--- config.mk ---
export PLATFORM = sky130hd
export DESIGN_NAME = spi_master_cdc
export DESIGN_NICKNAME = d
export VERILOG_FILES = /design/src/rtl/spi_cdc_pkg.sv /design/src/rtl/spi_edge_sync.sv /design/src/rtl/spi_clk_div.sv /design/src/rtl/spi_shift_fsm.sv /design/src/rtl/spi_master_cdc.sv
export SDC_FILE = /design/constraint.sdc
export NUM_CORES = 1
export LEC_CHECK = 0
export ABC_AREA = 1
export BUFFER_PORTS_ARGS = -buffer_cell sky130_fd_sc_hd__buf_2
export CORE_UTILIZATION = 37
export CTS_CLUSTER_SIZE = 40
export DETAILED_ROUTE_END_ITERATION = 7
export PLACE_DENSITY = 0.61
export SYNTH_ARGS = -nofsm -noshare
export SYNTH_HDL_FRONTEND = slang
export SYNTH_HIERARCHICAL = 1
export SYNTH_SLANG_ARGS = --single-unit
--- constraint.sdc ---
create_clock -name pclk -period 2.22 [get_ports pclk]
set_input_delay 0.444 -clock pclk [delete_from_list [all_inputs] [get_ports pclk]]
set_output_delay 0.444 -clock pclk [all_outputs]
set_load 0.1 [all_outputs]
--- src/rtl/spi_cdc_pkg.sv ---
`timescale 1ns/1ps
package spi_cdc_pkg;

    typedef enum logic [1:0] {
        ST_IDLE  = 2'd0,
        ST_LEAD  = 2'd1,
        ST_TRAIL = 2'd2,
        ST_GAP   = 2'd3
    } xfer_state_t;

endpackage

--- src/rtl/spi_edge_sync.sv ---
`timescale 1ns/1ps
module spi_edge_sync #(
    parameter int STAGES      = 2,
    parameter bit ACTIVE_FALL = 1'b0
) (
    input  logic clk,
    input  logic rst,
    input  logic async_in,
    output logic pulse
);

    logic [STAGES-1:0] sync_q;
    logic              hist_q;
    logic              level;

    assign level = sync_q[STAGES-1];

    always_ff @(posedge clk or posedge rst) begin
        if (rst) begin
            sync_q <= '0;
            hist_q <= 1'b0;
        end else begin
            sync_q <= {sync_q[STAGES-2:0], async_in};
            hist_q <= level;
        end
    end

    generate
        if (ACTIVE_FALL) begin : g_fall
            assign pulse = hist_q & ~level;
        end else begin : g_rise
            assign pulse = ~hist_q & level;
        end
    endgenerate


    pulse_single_chk: assert property (@(posedge clk) disable iff (rst)
        pulse |=> !pulse);

endmodule

--- src/rtl/spi_clk_div.sv ---
`timescale 1ns/1ps
module spi_clk_div #(
    parameter int SEL_W = 3
) (
    input  logic             clk,
    input  logic             rst,
    input  logic             run,
    input  logic [SEL_W-1:0] div_sel,
    output logic             tick
);

    localparam int CNT_W = (1 << SEL_W) - 1;

    logic [CNT_W-1:0] cnt_q;
    logic [CNT_W-1:0] limit;

    assign limit = (CNT_W'(1) << div_sel) - CNT_W'(1);
    assign tick  = run && (cnt_q >= limit);

    always_ff @(posedge clk or posedge rst) begin
        if (rst) begin
            cnt_q <= '0;
        end else if (!run || tick) begin
            cnt_q <= '0;
        end else begin
            cnt_q <= cnt_q + CNT_W'(1);
        end
    end

endmodule

--- src/rtl/spi_shift_fsm.sv ---
`timescale 1ns/1ps
module spi_shift_fsm
    import spi_cdc_pkg::*;
#(
    parameter int DATA_W = 8
) (
    input  logic              clk,
    input  logic              rst,
    input  logic              tick,
    input  logic              cpol,
    input  logic              cpha,
    input  logic              lsb_first,
    input  logic              buf_full,
    input  logic [DATA_W-1:0] buf_data,
    output logic              take,
    input  logic              miso,
    output logic              sck,
    output logic              mosi,
    output logic              ss_n,
    output logic              running,
    output logic              char_done,
    output logic [DATA_W-1:0] rx_word
);

    localparam int BIT_W = $clog2(DATA_W);

    xfer_state_t       state_q, state_d;
    logic [BIT_W-1:0]  bit_q;
    logic [DATA_W-1:0] tx_sr, rx_sr, rx_in, tx_next;
    logic              act_q, ss_q, done_q, last_bit;

    assign last_bit = (bit_q == BIT_W'(DATA_W - 1));
    assign rx_in    = lsb_first ? {miso, rx_sr[DATA_W-1:1]} : {rx_sr[DATA_W-2:0], miso};
    assign tx_next  = lsb_first ? {1'b0, tx_sr[DATA_W-1:1]} : {tx_sr[DATA_W-2:0], 1'b0};
    assign take     = ((state_q == ST_IDLE) && buf_full) ||
                      ((state_q == ST_GAP) && tick && buf_full);

    assign sck       = cpol ^ act_q;
    assign mosi      = lsb_first ? tx_sr[0] : tx_sr[DATA_W-1];
    assign ss_n      = ss_q;
    assign running   = (state_q != ST_IDLE);
    assign char_done = done_q;

    always_comb begin
        state_d = state_q;
        unique case (state_q)
            ST_IDLE:  if (buf_full) state_d = ST_LEAD;
            ST_LEAD:  if (tick)     state_d = ST_TRAIL;
            ST_TRAIL: if (tick)     state_d = last_bit ? ST_GAP : ST_LEAD;
            ST_GAP:   if (tick)     state_d = buf_full ? ST_LEAD : ST_IDLE;
        endcase
    end

    always_ff @(posedge clk or posedge rst) begin
        if (rst) state_q <= ST_IDLE;
        else     state_q <= state_d;
    end

    always_ff @(posedge clk or posedge rst) begin
        if (rst) begin
            bit_q   <= '0;
            tx_sr   <= '0;
            rx_sr   <= '0;
            rx_word <= '0;
            act_q   <= 1'b0;
            ss_q    <= 1'b1;
            done_q  <= 1'b0;
        end else begin
            done_q <= 1'b0;
            if (take) begin
                tx_sr <= buf_data;
                bit_q <= '0;
                act_q <= 1'b0;
                ss_q  <= 1'b0;
            end else begin
                unique case (state_q)
                    ST_IDLE: ss_q <= 1'b1;
                    ST_LEAD: if (tick) begin
                        act_q <= 1'b1;
                        if (!cpha)              rx_sr <= rx_in;
                        else if (bit_q != '0)   tx_sr <= tx_next;
                    end
                    ST_TRAIL: if (tick) begin
                        act_q <= 1'b0;
                        if (cpha)               rx_sr <= rx_in;
                        if (!cpha && !last_bit) tx_sr <= tx_next;
                        if (last_bit) begin
                            done_q  <= 1'b1;
                            rx_word <= cpha ? rx_in : rx_sr;
                        end else begin
                            bit_q <= bit_q + BIT_W'(1);
                        end
                    end
                    ST_GAP: if (tick) ss_q <= 1'b1;
                endcase
            end
        end
    end


    sck_idle_chk: assert property (@(posedge clk) disable iff (rst)
        ss_n |-> (sck == cpol));


    ss_release_chk: assert property (@(posedge clk) disable iff (rst)
        $rose(ss_n) |-> !$past(buf_full));

endmodule

--- src/rtl/spi_master_cdc.sv ---
`timescale 1ns/1ps
module spi_master_cdc #(
    parameter int DATA_W      = 8,
    parameter int SEL_W       = 3,
    parameter int SYNC_STAGES = 2,
    parameter bit WR_ON_FALL  = 1'b0,
    parameter bit RD_ON_FALL  = 1'b0
) (
    input  logic              pclk,
    input  logic              rst,
    input  logic [DATA_W-1:0] host_wdata,
    input  logic              host_wr,
    input  logic              host_rd,
    output logic [DATA_W-1:0] host_rdata,
    output logic              tx_empty,
    output logic              send_err,
    input  logic              err_clr,
    output logic              rx_valid,
    input  logic [SEL_W-1:0]  div_sel,
    input  logic              lsb_first,
    input  logic [1:0]        spi_mode,
    output logic              sck,
    output logic              mosi,
    input  logic              miso,
    output logic              ss_n
);

    logic              wr_pulse, rd_pulse, clr_pulse;
    logic              tick, running, take, char_done, ovf;
    logic              buf_full_q, err_q, rxv_q;
    logic [DATA_W-1:0] buf_data_q;

    spi_edge_sync #(.STAGES(SYNC_STAGES), .ACTIVE_FALL(WR_ON_FALL)) u_wr_sync (
        .clk(pclk), .rst(rst), .async_in(host_wr), .pulse(wr_pulse));

    spi_edge_sync #(.STAGES(SYNC_STAGES), .ACTIVE_FALL(RD_ON_FALL)) u_rd_sync (
        .clk(pclk), .rst(rst), .async_in(host_rd), .pulse(rd_pulse));

    spi_edge_sync #(.STAGES(SYNC_STAGES), .ACTIVE_FALL(1'b0)) u_clr_sync (
        .clk(pclk), .rst(rst), .async_in(err_clr), .pulse(clr_pulse));

    spi_clk_div #(.SEL_W(SEL_W)) u_div (
        .clk(pclk), .rst(rst), .run(running), .div_sel(div_sel), .tick(tick));

    spi_shift_fsm #(.DATA_W(DATA_W)) u_fsm (
        .clk(pclk), .rst(rst), .tick(tick),
        .cpol(spi_mode[1]), .cpha(spi_mode[0]), .lsb_first(lsb_first),
        .buf_full(buf_full_q), .buf_data(buf_data_q), .take(take),
        .miso(miso), .sck(sck), .mosi(mosi), .ss_n(ss_n),
        .running(running), .char_done(char_done), .rx_word(host_rdata));

    assign ovf = wr_pulse && buf_full_q && !take;

    always_ff @(posedge pclk or posedge rst) begin
        if (rst) begin
            buf_full_q <= 1'b0;
            buf_data_q <= '0;
        end else begin
            if (take) buf_full_q <= 1'b0;
            if (wr_pulse && (!buf_full_q || take)) begin
                buf_full_q <= 1'b1;
                buf_data_q <= host_wdata;
            end
        end
    end

    always_ff @(posedge pclk or posedge rst) begin
        if (rst) begin
            err_q <= 1'b0;
            rxv_q <= 1'b0;
        end else begin
            if (ovf)            err_q <= 1'b1;
            else if (clr_pulse) err_q <= 1'b0;
            if (char_done)      rxv_q <= 1'b1;
            else if (rd_pulse)  rxv_q <= 1'b0;
        end
    end

    assign tx_empty = !buf_full_q;
    assign send_err = err_q;
    assign rx_valid = rxv_q;


    ovf_sticky_chk: assert property (@(posedge pclk) disable iff (rst)
        ovf |=> send_err);


    err_clear_chk: assert property (@(posedge pclk) disable iff (rst)
        (clr_pulse && !ovf) |=> !send_err);


    rx_collide_chk: assert property (@(posedge pclk) disable iff (rst)
        (rd_pulse && char_done) |=> rx_valid);


    buf_fill_chk: assert property (@(posedge pclk) disable iff (rst)
        (wr_pulse && tx_empty) |=> !tx_empty);

endmodule

Word level (Yosys, flattened, before mapping)
Cells that the tools add are included.
- equality and inequality tests: 16
- $mul: 0
- div/mod/pow operators: 0
- add/sub/neg operators: 3
- order comparisons: 1
- reductions and logical operators: 34
- mux-type cells: 43
- shift operators: 1
- bitwise operators: 8
- operators by type and width (operator ; number):
    8-bit 2-to-1 mux ; 12
    8-bit case mux with 2 select lines ; 2
    1-bit 2-to-1 mux ; 16
    2-bit nonzero test ; 7
    3-bit 2-to-1 mux ; 4
    2-bit inequality test (second input constant) ; 6
    3-bit inequality test (second input constant) ; 4
    2-bit 2-to-1 mux ; 5
    3-bit nonzero test ; 3
    1-bit logical AND ; 8
    2-bit case mux with 4 select lines ; 1
    4-bit AND reduction ; 2
    7-bit by 1-bit adder with 7-bit output (second input constant) ; 1
    7-bit >= comparator ; 1
    7-bit 2-to-1 mux ; 1
    1-bit by 3-bit left shift with 7-bit output (first input constant) ; 1
    7-bit by 2-bit subtractor with 7-bit output (second input constant) ; 1
    3-bit by 2-bit inequality test with 1-bit output (second input constant) ; 2
    3-bit AND reduction ; 2
    6-bit AND reduction ; 1
    1-bit logical NOT ; 5
    5-bit AND reduction ; 1
    2-bit == test (second input constant) ; 2
    1-bit inverter ; 4
    other kinds (9) ; 14
- output and inout bits: 14
- memory bits (read-only): 0
- RAM bits: 0
- memories: 0
- latch bits: 0
- word-level logic and storage cells: 125
- flip-flop bits (word level): 59
- input bits: 20

Logic depth before layout (Yosys ltp)
- word-level depth: 10
- mapped depth: 19
- depth with buffers taken out: 18

Modules after synthesis
Netlist, hierarchy kept.
- modules (own cells, without submodules) (module ; cells each ; instances ; area each (µm²) ; sequential area each (µm²)):
    spi_shift_fsm ; 269 ; 1 ; 1876.8 ; 802.0
    spi_clk_div ; 74 ; 1 ; 550.5 ; 175.2
    spi_master_cdc ; 48 ; 1 ; 464.2 ; 275.3
    spi_edge_sync ; 6 ; 3 ; 88.8 ; 75.1

Least setup slack after synthesis
No wires, ideal clock.
- path type: input to output
- start: input port lsb_first
- end: output port mosi
- stages on the path: 2
- setup slack: -980 ps
- arrival: 2756 ps
- path buffers: 1
- required time: 1776 ps
- path through: clkbuf_1 -> o21ai_0
- word-level cells in the longest chain between the ends: 1
- RTL lines (item ; line ; RTL):
    start: declaration ; spi_master_cdc.sv:20 ; input logic lsb_first,
    1-bit 2-to-1 mux ; spi_shift_fsm.sv:39 ; assign mosi = lsb_first ? tx_sr[0] : tx_sr[DATA_W-1];
    end: declaration ; spi_master_cdc.sv:23 ; output logic mosi,
No other way between the ends.

Worst setup path after layout
- start: input port div_sel[1]
- end: register buf_data_q[4]
- word-level cells in the longest chain between the ends: 9
- RTL lines (item ; line ; RTL):
    start: declaration ; spi_master_cdc.sv:19 ; input logic [SEL_W-1:0] div_sel,
    1-bit by 3-bit left shift with 7-bit output ; spi_clk_div.sv:17 ; assign limit = (CNT_W'(1) << div_sel) - CNT_W'(1);
    7-bit by 2-bit subtractor with 7-bit output ; spi_clk_div.sv:17 ;
    7-bit >= comparator ; spi_clk_div.sv:18 ; assign tick = run && (cnt_q >= limit);
    1-bit logical AND ; spi_clk_div.sv:18 ;
    net tick ; spi_master_cdc.sv:29 ; logic tick, running, take, char_done, ovf;
    1-bit logical AND (2 in a row) ; spi_shift_fsm.sv:36 ; ((state_q == ST_GAP) && tick && buf_full);
    1-bit logical OR ; spi_shift_fsm.sv:35 ; assign take = ((state_q == ST_IDLE) && buf_full) ||
    net take ; spi_master_cdc.sv:29 ;
    1-bit logical OR ; spi_master_cdc.sv:60 ; if (wr_pulse && (!buf_full_q || take)) begin
    1-bit logical AND ; spi_master_cdc.sv:60 ;
    end signal: assignment ; spi_master_cdc.sv:62 ; buf_data_q <= host_wdata;
    end: declaration ; spi_master_cdc.sv:31 ; logic [DATA_W-1:0] buf_data_q;
The timed path passes the listed nets, and every way through them passes these cells.
A chain may end at the register's enable or synchronous reset.

==> flow_summary.json <==
{
  "status": "finished clean",
  "num_antenna_cells": 0,
  "p_clk_frac": 0.181,
  "netlist_instances": 409,
  "via_count": 2721,
  "nets": 502,
  "synth_edf_count": 0,
  "synth_nets": 440,
  "grt_pass1_wl_um": 11600,
  "placed_area_um2": 3660,
  "p_leak_nw": 2.05,
  "slew_headroom": 0.595,
  "rrSetupSlack_ns": 0.16,
  "die_y_um": 94.4,
  "viasPerCell": 4.68,
  "ys_seq_area_frac": 0.468,
  "cts_tree": "done",
  "cts_htree_levels": 3,
  "pwr-share-comb": 0.492,
  "track_usage": 0.167,
  "io_pins": 34,
  "antenna_found_initial": 0,
  "p_switching_w": 0.00245,
  "netlist_area_um2": 3160,
  "avgSynthCellArea_um2": 7.72,
  "crit_type": "in -> reg",
  "min_path_type": "in -> reg",
  "async_flop_share": 1.00,
  "dieArea_um2": 8910,
  "grt_pass1_vias": 2660,
  "postLayoutCellArea_um2": 3990,
  "clk_path_buf_depth": 2,
  "min_period_over_period": 0.926,
  "drive_above_1_share": 0.248,
  "remaining_drc_errors": 0,
  "multi_input_area_um2": 1540,
  "hold_viol_final": 0,
  "dpl.hpwl_um": 4670,
  "power_frac_seq": 0.328,
  "startpoint_type": "input port",
  "ir_worst_vdd_v": 0.00111,
  "worstPathRequired_ns": 2.49,
  "rows": 33,
  "end_kind": "flop",
  "num-fill-cells": 815,
  "wl_um": 6650,
  "setup_slack_ns": 0.165,
  "place.gp.congestion": 0.798,
  "ys.flop_type": "dfrtp_1",
  "area_growth_pct": 26.4,
  "yosysUniqueCellTypes": 31,
  "drtIter0Drc": 131,
  "clock_latency_ns": 0.33,
  "maxSlewViolCount": 0,
  "cts_sinks": 59,
  "final_antenna_net_count": 0,
  "ys_ff_latch": 59,
  "finalSetupViolCount": 0,
  "ys_warn_count": 6,
  "wire_per_inst_um": 11.4,
  "dp_slack_ns": -0.212,
  "p_int_w": 0.00282,
  "coreArea_um2": 8260,
  "drv_cap": 0,
  "seqCellArea_um2": 1480,
  "initial_utilization": 0.382,
  "clock.fmax_mhz": 487,
  "root_buffer": "clkbuf_8",
  "cts_buffers": 9,
  "clk_pin_slew_ns": 0.07,
  "fin_crit_ns": 2.06,
  "grt_max_degree": 33,
  "tightest_slew_ns": 0.606,
  "p_per_area_nw_per_um2": 1320,
  "dr.pass1.iters": 4,
  "finClkSkew_ns": 0.00782,
  "switching_share": 0.465,
  "die_x_um": 94.4,
  "cp_max_fo": 5,
  "overflow": 0,
  "portBuffers": 33,
  "cp.arrival_ns": 2.32
}
-- cells in the mapped netlist, drive strengths merged, types with 2 or more instances --
library cell | instances | share of area
nand2 | 138 | 0.17
dfrtp | 58 | 0.46
nand3 | 50 | 0.084
inv | 48 | 0.057
nor2 | 42 | 0.055
o21ai | 19 | 0.031
a21oi | 11 | 0.019
ha | 11 | 0.044
o21a | 8 | 0.019
buf | 7 | 0.017
clkbuf | 5 | 0.0091
xnor2 | 2 | 0.0055
xor2 | 2 | 0.0055
-- timing repair --
action,CTS,global route
hold buffers,0,1
setup endpoints to repair,0,26
buffers inserted,0,4
hold endpoints to repair,0,3
gates resized for setup,0,17
-- worst paths after layout --
kind	start	to	depth (start not counted)
setup / recovery	div_sel[1]	buf_data_q[4]	19
hold / removal	host_wr	u_wr_sync/sync_q[0]	1
setup reg to reg	u_div/cnt_q[3]	buf_data_q[4]	14
hold reg to reg	u_rd_sync/sync_q[0]	u_rd_sync/sync_q[1]	0
max in group asynchronous	rst	u_fsm/ss_n	4
min in group asynchronous	rst	u_wr_sync/hist_q	3
-- kinds of logic (layout without fill, tap and decap cells) --
kind of cell,Yosys count,count (layout),share of synthesized area
AND/OR/NAND/NOR,232,232,0.313
XOR/XNOR,4,4,0.0111
adder cells (fa/ha/maj),11,11,0.0436
flip-flops,59,59,0.468
buffers and inverters,61,128,0.0844
AO/OA/AOI/OAI,42,42,0.0800
-- power by group through the flow --
stage	Clock (W)	Sequential (W)	Combinational, W
finish	0.000952	0.00173	0.00259
global route	0.00104	0.00178	0.00286
CTS	0.000985	0.00172	0.00242
detailed placement	0	0.00173	0.00241
global placement	0	0.00173	0.00238
floorplan	0	0.00221	0.00137
-- metrics by stage --
stage | hold slack (ns) | total power (W) | instances | setup TNS (ns) | util
4_1_cts | 0.00910 | 0.00512 | 575 | 0 | 0.466
5_1_grt | 0.195 | 0.00568 | 581 | -0.0102 | 0.483
3_5_place_dp | 0.336 | 0.00414 | 559 | -5.15 | 0.443
6_report | 0.224 | 0.00526 | 581 | 0 | 0.483
3_3_place_gp | 0.334 | 0.00411 | 559 | -3.77 | 0.443
2_1_floorplan | 0.198 | 0.00358 | 409 | 0 | -
-- layout make-up --
| cell class | instances | share of cell area |
|---|---|---|
| Clock buffer | 9 | 0.0310 |
| Tap cell | 105 | 0.0329 |
| Multi-Input combinational cell | 289 | 0.387 |
| Sequential cell | 59 | 0.370 |
| Clock inverter | 7 | 0.0172 |
| Inverter | 49 | 0.0461 |
| Timing Repair Buffer | 63 | 0.116 |
-- state kept, by name, summed over array words and instances, names as in the netlist, 2 cells and up --
signal and flops:
u_fsm/bit_q 3, u_wr_sync/sync_q 2, u_fsm/rx_sr 8, u_div/cnt_q 7, u_fsm/tx_sr 8, u_clr_sync/sync_q 2
u_rd_sync/sync_q 2, u_fsm/state_q 2, buf_data_q 8, u_fsm/rx_word 8
-- layer usage --
layer  track usage  part of all wire  up-vias
met5             0                 0        -
met4        0.0551             0.014        0
met3        0.0435             0.027        8
met2         0.276              0.48       38
met1         0.212              0.48     1264
li1              -                 -     1411
-- layout by cell type (no fill, tap or decap), drive strengths merged --
cell         synthesis  layout
nand2              138     138
buf                  7      61
dfrtp               58      58
nand3               50      50
inv                 48      48
nor2                42      42
o21ai               19      19
a21oi               11      11
ha                  11      11
clkbuf               5      10
o21a                 8       8
clkinv               1       5
clkinvlp             0       2
xnor2                2       2
xor2                 2       2
o21bai               1       1
o22ai                1       1
bufinv               0       1
dlygate4sd3          0       1
nand3b               1       1
a21boi               1       1
nor3                 1       1
o211ai               1       1
dfstp                1       1
-- critical path: stages --
cell	delay [ns]
buf_2	0.13
nor2_4	0.13
nand2_2	0.08
ha_4	0.26
inv_1	0.03
nand2_1	0.05
nand2_1	0.05
nand2_1	0.07
nand2_2	0.08
a21boi_4	0.19
nand3_2	0.11
nand2_4	0.09
nand2_4	0.06
inv_2	0.09
inv_2	0.04
nand2_4	0.11
clkbuf_16	0.16
nand3_1	0.06
nand2_1	0.09
No activity file was read; power rests on OpenSTA's default activity.
